[config.mk]
export PLATFORM = sky130hd
export DESIGN_NAME = branch_resolve
export DESIGN_NICKNAME = d
export VERILOG_FILES = /design/src/rtl/branch_resolve_pkg.sv /design/src/rtl/br_reach_check.sv /design/src/rtl/br_target_gen.sv /design/src/rtl/br_fault_check.sv /design/src/rtl/branch_resolve.sv
export SDC_FILE = /design/constraint.sdc
export NUM_CORES = 1
export LEC_CHECK = 0
export BUFFER_PORTS_ARGS = -buffer_cell sky130_fd_sc_hd__clkbuf_2
export CORE_ASPECT_RATIO = 1.1
export CORE_UTILIZATION = 45
export CTS_BUF_LIST = sky130_fd_sc_hd__clkbuf_4
export DETAILED_ROUTE_END_ITERATION = 7
export PLACE_DENSITY = 0.76
export SLEW_MARGIN = 20
export SYNTH_ARGS = -nofsm -noshare
export SYNTH_HDL_FRONTEND = slang
export SYNTH_SLANG_ARGS = --single-unit
export TNS_END_PERCENT = 10
[constraint.sdc]
create_clock -name clk_i -period 0.8 [get_ports clk_i]
set_input_delay 0.16 -clock clk_i [delete_from_list [all_inputs] [get_ports clk_i]]
set_output_delay 0.16 -clock clk_i [all_outputs]
set_load 0.005 [all_outputs]
[src/rtl/branch_resolve_pkg.sv]
package branch_resolve_pkg;
  typedef enum logic [1:0] {
    BK_DIR     = 2'd0,
    BK_DIR_LNK = 2'd1,
    BK_REG     = 2'd2,
    BK_REG_LNK = 2'd3
  } br_kind_e;

  function automatic logic kind_links(br_kind_e k);
    return k[0];
  endfunction

  function automatic logic kind_indirect(br_kind_e k);
    return k[1];
  endfunction
endpackage

[src/rtl/br_reach_check.sv]
module br_reach_check #(
  parameter int OFF_W  = 32,
  parameter int NEAR_W = 21,
  parameter int FAR_W  = 25
) (
  input  logic [OFF_W-1:0] off_i,
  output logic             near_ok_o,
  output logic             far_ok_o
);
  // offset fits if sign-extending its low bits reproduces it
  if (OFF_W > NEAR_W) begin : g_near
    logic [NEAR_W-1:0] low_n;
    assign low_n     = off_i[NEAR_W-1:0];
    assign near_ok_o = ({{(OFF_W-NEAR_W){low_n[NEAR_W-1]}}, low_n} == off_i);
  end else begin : g_near_all
    assign near_ok_o = 1'b1;
  end

  if (OFF_W > FAR_W) begin : g_far
    logic [FAR_W-1:0] low_f;
    assign low_f    = off_i[FAR_W-1:0];
    assign far_ok_o = ({{(OFF_W-FAR_W){low_f[FAR_W-1]}}, low_f} == off_i);
  end else begin : g_far_all
    assign far_ok_o = 1'b1;
  end
endmodule

[src/rtl/br_target_gen.sv]
module br_target_gen
  import branch_resolve_pkg::*;
#(
  parameter int ADDR_W = 32
) (
  input  br_kind_e          kind_i,
  input  logic [ADDR_W-1:0] pc_i,
  input  logic              len32_i,
  input  logic [ADDR_W-1:0] offset_i,
  input  logic [ADDR_W-1:0] rs_val_i,
  output logic [ADDR_W-1:0] target_o,
  output logic [ADDR_W-1:0] link_o
);
  localparam logic [ADDR_W-1:0] BIT0 = ADDR_W'(1);

  logic [ADDR_W-1:0] dir_tgt, ind_tgt, step;

  assign dir_tgt  = (pc_i + ADDR_W'(4) + offset_i) & ~BIT0;
  assign ind_tgt  = rs_val_i & ~BIT0;
  assign target_o = kind_indirect(kind_i) ? ind_tgt : dir_tgt;
  assign step     = len32_i ? ADDR_W'(4) : ADDR_W'(2);
  assign link_o   = (pc_i + step) | BIT0;
endmodule

[src/rtl/br_fault_check.sv]
module br_fault_check
  import branch_resolve_pkg::*;
(
  input  br_kind_e kind_i,
  input  logic     is_cond_i,
  input  logic     cond_pass_i,
  input  logic     in_it_i,
  input  logic     rs_bit0_i,
  input  logic     near_ok_i,
  input  logic     far_ok_i,
  output logic     f_state_o,
  output logic     f_place_o,
  output logic     f_range_o
);
  logic cond_direct, short_reach;

  assign cond_direct = (kind_i == BK_DIR) && is_cond_i;
  assign short_reach = cond_direct && !in_it_i;

  assign f_place_o = !cond_direct && (in_it_i != is_cond_i);
  assign f_range_o = !kind_indirect(kind_i) && (short_reach ? !near_ok_i : !far_ok_i);
  assign f_state_o = kind_indirect(kind_i) && cond_pass_i && !rs_bit0_i;
endmodule

[src/rtl/branch_resolve.sv]
module branch_resolve
  import branch_resolve_pkg::*;
#(
  parameter int ADDR_W = 32,
  parameter int NEAR_W = 21,
  parameter int FAR_W  = 25
) (
  input  logic              clk_i,
  input  logic              rst_ni,
  input  logic              req_valid_i,
  output logic              req_ready_o,
  input  logic [1:0]        kind_i,
  input  logic              is_cond_i,
  input  logic              cond_pass_i,
  input  logic              in_it_i,
  input  logic [ADDR_W-1:0] pc_i,
  input  logic              len32_i,
  input  logic [ADDR_W-1:0] offset_i,
  input  logic [ADDR_W-1:0] rs_val_i,
  output logic              rsp_valid_o,
  output logic              taken_o,
  output logic [ADDR_W-1:0] target_o,
  output logic              lr_we_o,
  output logic [ADDR_W-1:0] lr_data_o,
  output logic              fault_state_o,
  output logic              fault_place_o,
  output logic              fault_range_o
);
  br_kind_e          kind;
  logic              near_ok, far_ok;
  logic              f_state, f_place, f_range, any_fault, tk, we;
  logic [ADDR_W-1:0] tgt, link;

  assign kind        = br_kind_e'(kind_i);
  assign req_ready_o = 1'b1;

  br_reach_check #(.OFF_W(ADDR_W), .NEAR_W(NEAR_W), .FAR_W(FAR_W)) u_reach (
    .off_i     (offset_i),
    .near_ok_o (near_ok),
    .far_ok_o  (far_ok)
  );

  br_target_gen #(.ADDR_W(ADDR_W)) u_tgt (
    .kind_i   (kind),
    .pc_i     (pc_i),
    .len32_i  (len32_i),
    .offset_i (offset_i),
    .rs_val_i (rs_val_i),
    .target_o (tgt),
    .link_o   (link)
  );

  br_fault_check u_fault (
    .kind_i      (kind),
    .is_cond_i   (is_cond_i),
    .cond_pass_i (cond_pass_i),
    .in_it_i     (in_it_i),
    .rs_bit0_i   (rs_val_i[0]),
    .near_ok_i   (near_ok),
    .far_ok_i    (far_ok),
    .f_state_o   (f_state),
    .f_place_o   (f_place),
    .f_range_o   (f_range)
  );

  assign any_fault = f_state | f_place | f_range;
  assign tk        = cond_pass_i && !any_fault;
  assign we        = tk && kind_links(kind);

  always_ff @(posedge clk_i or negedge rst_ni) begin
    if (!rst_ni) begin
      rsp_valid_o   <= 1'b0;
      taken_o       <= 1'b0;
      target_o      <= '0;
      lr_we_o       <= 1'b0;
      lr_data_o     <= '0;
      fault_state_o <= 1'b0;
      fault_place_o <= 1'b0;
      fault_range_o <= 1'b0;
    end else begin
      rsp_valid_o   <= req_valid_i;
      taken_o       <= req_valid_i && tk;
      target_o      <= (req_valid_i && tk) ? tgt : '0;
      lr_we_o       <= req_valid_i && we;
      lr_data_o     <= (req_valid_i && we) ? link : '0;
      fault_state_o <= req_valid_i && f_state;
      fault_place_o <= req_valid_i && f_place;
      fault_range_o <= req_valid_i && f_range;
    end
  end

  assert_rsp_follows_req_R10: assert property (@(posedge clk_i) disable iff (!rst_ni)
    req_valid_i |=> rsp_valid_o);
  assert_idle_quiet_R10: assert property (@(posedge clk_i) disable iff (!rst_ni)
    !req_valid_i |=> (!rsp_valid_o && !taken_o && !lr_we_o && !fault_place_o));
  assert_fault_blocks_R9: assert property (@(posedge clk_i) disable iff (!rst_ni)
    (fault_state_o || fault_place_o || fault_range_o) |-> (!taken_o && !lr_we_o && target_o == '0));
  assert_link_taken_R3: assert property (@(posedge clk_i) disable iff (!rst_ni)
    lr_we_o |-> (taken_o && lr_data_o[0]));
  assert_target_even_R1: assert property (@(posedge clk_i) disable iff (!rst_ni)
    taken_o |-> !target_o[0]);
  assert_no_pass_R8: assert property (@(posedge clk_i) disable iff (!rst_ni)
    (req_valid_i && !cond_pass_i) |=> (!taken_o && !lr_we_o && !fault_state_o));
  assert_state_fault_R2: assert property (@(posedge clk_i) disable iff (!rst_ni)
    (req_valid_i && cond_pass_i && kind_i[1] && !rs_val_i[0]) |=> fault_state_o);
endmodule

---- Word level (Yosys, flattened, before mapping) ----
Cells that the tools add are included.
cells by class
  add/subtract/negate cells ............... 3
  equal/unequal tests ..................... 3
  multiplexer cells ....................... 5
  bitwise gates (word level) .............. 2
  reduce and logical (&&, ||, !) cells .... 21
operator list
  operator               number
  $mux 32                3
  $add 32x32->32         2
  $add 32x3->32 const B  1
  $logic_and 1x1->1      13
  $eq 11x11->1           1
  $eq 7x7->1             1
  $logic_not 1->1        7
  $mux 3                 1
  $logic_not 2->1        1
  $or 1x1->1             2
  $mux 1                 1
  $ne 1x1->1             1
word-level totals
  flip-flop bits (word level) ............. 70
  bits of input ports ..................... 105
  output and inout port bits .............. 71
  word-level logic and storage cells ...... 42

---- Longest topological paths before layout ----
  depth after elaboration ................. 11
  gate-level depth with buffers ........... 12
  depth with buffers taken out ............ 12

---- By module ----
A second synthesis with hierarchy kept.
second synthesis, totals
  cells, all modules ...................... 618
  area, all modules ....................... 5617.9 sq um
by module, submodules not included
  module          times used  cells an instance  area each (sq um)  seq. area each (sq um)
  br_target_gen   1           433                3040.4             0.0
  branch_resolve  1           160                2408.6             1751.7
  br_reach_check  1           15                 105.1              0.0
  br_fault_check  1           10                 63.8               0.0

---- Worst setup path before layout ----
No wires, ideal clock.
  path type ............................... input port to flip-flop
  start ................................... input port pc_i[7]
  end ..................................... register target_o[21]
  library setup time ...................... 0.126 ns
  data arrival time ....................... 2.294 ns
  data required time ...................... 0.674 ns
  path slack .............................. -1.620 ns
  cell stages on the path ................. 10
  path buffers ............................ 0
  cell sequence ........................... ha_1 > ha_1 > a21oi_2 > o221ai_2 > or3_4 > o21a_4 > a21oi_4 > o21ai_2 > nor4b_4 > a311o_1
between the ends
  cells in the longest elaborated chain, start to end .. 4
RTL lines
  item                  RTL line              text
  from (decl)           branch_resolve.sv:16  input logic [ADDR_W-1:0] pc_i,
  $add 32x3->32         br_target_gen.sv:18   assign dir_tgt = (pc_i + ADDR_W'(4) + offset_i) & ~BIT0;
  $add 32x32->32        br_target_gen.sv:18
  $mux 32               br_target_gen.sv:20   assign target_o = kind_indirect(kind_i) ? ind_tgt : dir_tgt;
  $mux 32               branch_resolve.sv:83  target_o <= (req_valid_i && tk) ? tgt : '0;
  to (signal assigned)  branch_resolve.sv:83
  to (decl)             branch_resolve.sv:22  output logic [ADDR_W-1:0] target_o,
No other way between the ends.

---- Final worst setup path ----
  start ................................... input port pc_i[1]
  end ..................................... register target_o[17]
Same word-level chain as after synthesis.

==> out/results.ini <==
[global_routing]
use_met2_pct=58.2
gr-usage-met1_pct=29.5
grt_overflow=0
gr-max-usage-layer=met2
grt_pass1_wl_um=27600
antenna_found_initial=0
gr-usage-all-layers_pct=29.6
grt_pass1_vias=6003
grt_max_degree=69
met3_usage_pct=6.00

[logic_synthesis]
netlist_area_sq_um=5100
ys.flop_type=dfrtp_1
synth_edf_count=0
synth-seq-cells=68
postSynth.asyncResetShare_pct=100
syn_nets=733
yosys.area.top_type=dfrtp_1
avgSynthCellArea_sq_um=9.04
ys_seq_area_share_pct=33.4
yosysWarnings=0
ys_types=65
yosysTopAreaCellShare_pct=33.4
syn_inst=564
synth.area.top_cells=dfrtp_1 33%, ha_1 15%, nor2_1 5.8%, xor2_1 4.6%, xnor2_1 3.9%

[layout]
multi_input_area_sq_um=4080
fill_cells=706
fin_cells=1062
nets=1080
diodes=0
drive_above_1_share_pct=52.6
register_area_sq_um=1700
design_area_sq_um=8700
areaGrowthSynthToFinish_pct=70.5

[clock_network]
tritoncts=yes
cts-root-buf=clkbuf_4
cts.clk_slew.worst_paths_ps=110
cts_max_path_buffers=2
clkSinkCount=68
cts_buffers=9
htreeDepth=3

[floorplan]
die_w_um=104
die_h_um=114
dieArea_sq_um=11800
io_pins=176
coreArea_sq_um=11000
initial_core_util_pct=46.5
rows=40

[placed_design]
dpl_cell_area_sq_um=7360
hpwl_um=12800
portBuffers=173
dp_cells=1004
gp_congestion=0.879

[power_and_ir_drop]
p_leak_uw=0.00422
cellPowerDensity_nw_per_um2=1210
ir_worst_vdd_mv=0.861

[routing]
post-route-drc-count=0
drt_first_pass_iters=6
vias_per_cell=5.35
via_count=5682
routed_wirelength_um=17900
drt_iter0_markers=259
routedWlPerCell_um=16.8
final_antenna_net_count=0

[critical_path]
crit_path_start_kind=input pin
cp_data_arrival_time_ps=2490
critPathMaxFanout=4
critPathKind=in2reg
crit_path_end_kind=flip-flop
worst_ep_required_time_ps=1170

[timing]
min_period_over_period_pct=265
final-hold-violation-count=0
worst_slack_ps=-1320
slew_viol_final=0
fmax_mhz=471
rsz0062_at_grt=true
setup_viol=134
period_minus_slack_ps=2120

[min_path]
timing.hold.worst_path_depth=3
hp-class=in2reg

[status]
violations=negative setup slack
status=complete, but fails checks

[flow_run]
maxCapViolCount=0

cells in the mapped netlist (5+ instances only):
library cell  instances
a21oi_1              30
dfrtp_1              68
o21ai_1               9
buf_2                 5
buf_4                 5
clkbuf_1             12
nor3_1                8
nand3_1               8
nor2b_1               9
o21ai_0              24
and3_1                5
and2_1                7
and4_1                6
inv_1                21
nand4_1              10
xnor2_1              23
ha_1                 62
a21o_1               13
mux2i_1               8
nor2_1               79
a211oi_1              7
xor2_1               27
a31oi_1               5
nand2_1              47
routing by layer:
metal  share of wire (%)  routed length (um)
met5                   0                   0
met4                 3.5                 628
met3                 4.6                 819
met2                  55                9860
met1                  37                6550
power by group:
part / total (uW) / leakage, uW / internal (uW) / switching [uW]
clock network: 1980 / 0.0000477 / 611 / 1370
registers: 3500 / 0.000942 / 3480 / 14.8
logic: 5070 / 0.00323 / 2620 / 2440
cell usage in the layout, fill, tap and decap left out, types with 5 or more instances in the layout:
cell type and instances:
dlygate4sd3_1 29, nand3_1 7, clkbuf_8 5, nand4_1 10, nor2b_1 7, a211oi_2 5
buf_6 17, o21ai_2 12, and3_1 5, nor3_1 7, nor2_2 8, a21oi_2 9
a21o_1 13, xor2_1 23, nand2_1 42, xnor2_1 18, a21oi_1 22, and2_1 7
buf_4 139, clkbuf_2 160, o21ai_0 7, xnor2_2 5, ha_4 31, inv_1 15
mux2i_1 8, o21ai_1 16, clkbuf_4 9, ha_1 27, nor2_4 5, dfrtp_1 68
buf_8 5, and4_1 5, nor2_1 68
path summary, 6_finish.rpt:
check | startpoint | endpoint | slack, ps
min in group asynchronous | rst_ni | target_o[16]$_DFF_PN0_ | 270
hold / removal | pc_i[21] | lr_data_o[21]$_DFF_PN0_ | 30
setup / recovery | pc_i[1] | target_o[17]$_DFF_PN0_ | -1320
max in group asynchronous | rst_ni | lr_data_o[21]$_DFF_PN0_ | 230
area by class of cell:
class / instances / share of cell area [%]
multi-input cells: 452 / 46.9
clock buffers: 9 / 0.777
clock inverters: 6 / 0.489
well taps: 147 / 2.11
flip-flops and latches: 68 / 19.6
repair buffers: 359 / 29.1
inverters: 21 / 0.992
stage by stage:
step / total power (uW) / util (%) / hold WS [ps] / worst slack (ps) / TNS (ps)
2_1_floorplan: 5720 / - / -136 / -1520 / -59350
3_3_place_gp: 7460 / 67.1 / 206 / -1760 / -80800
3_5_place_dp: 7550 / 67.1 / 215 / -1820 / -84200
4_1_cts: 10100 / 76.4 / -18.5 / -1210 / -64960
5_1_grt: 11100 / 79.4 / 9.81 / -1380 / -72990
6_report: 10500 / 79.4 / 26.0 / -1320 / -66480
worst max-delay path, stage by stage:
cell and delay (ps):
buf_8 100, ha_4 230, ha_4 160, inv_2 60, fa_2 220, nor2b_4 50, o31a_1 340, o21a_4 260
o21a_4 220, buf_4 150, a31oi_4 170, xnor2_1 150, mux2i_1 100, nor2_1 110
what timing repair did:
item,4_1_cts,5_1_grt
setup buffers,12,2
endpoints found under the hold margin,97,0
endpoints found under the setup margin,134,134
gates resized for setup,98,72
pin swaps,49,46
hold buffers,29,0
registers in the layout, indices dropped and copies added (netlist names):
signal         flops
lr_data_o         32
target_o          31
fault_place_o      1
fault_range_o      1
fault_state_o      1
rsp_valid_o        1
taken_o            1
logic make-up after synthesis:
| family | Yosys count | synth area share [%] |
|---|---|---|
| and+or+nand+nor | 202 | 19.5 |
| AOI/OAI and AO/OA | 126 | 17.1 |
| DFF | 68 | 33.4 |
| adders and majority gates | 64 | 16.0 |
| xor gates and xnor gates | 50 | 8.58 |
| buffers and inverters | 44 | 3.73 |
| muxes | 8 | 1.57 |
| other | 2 | 0.147 |
Power figures use the tool's default switching activity.
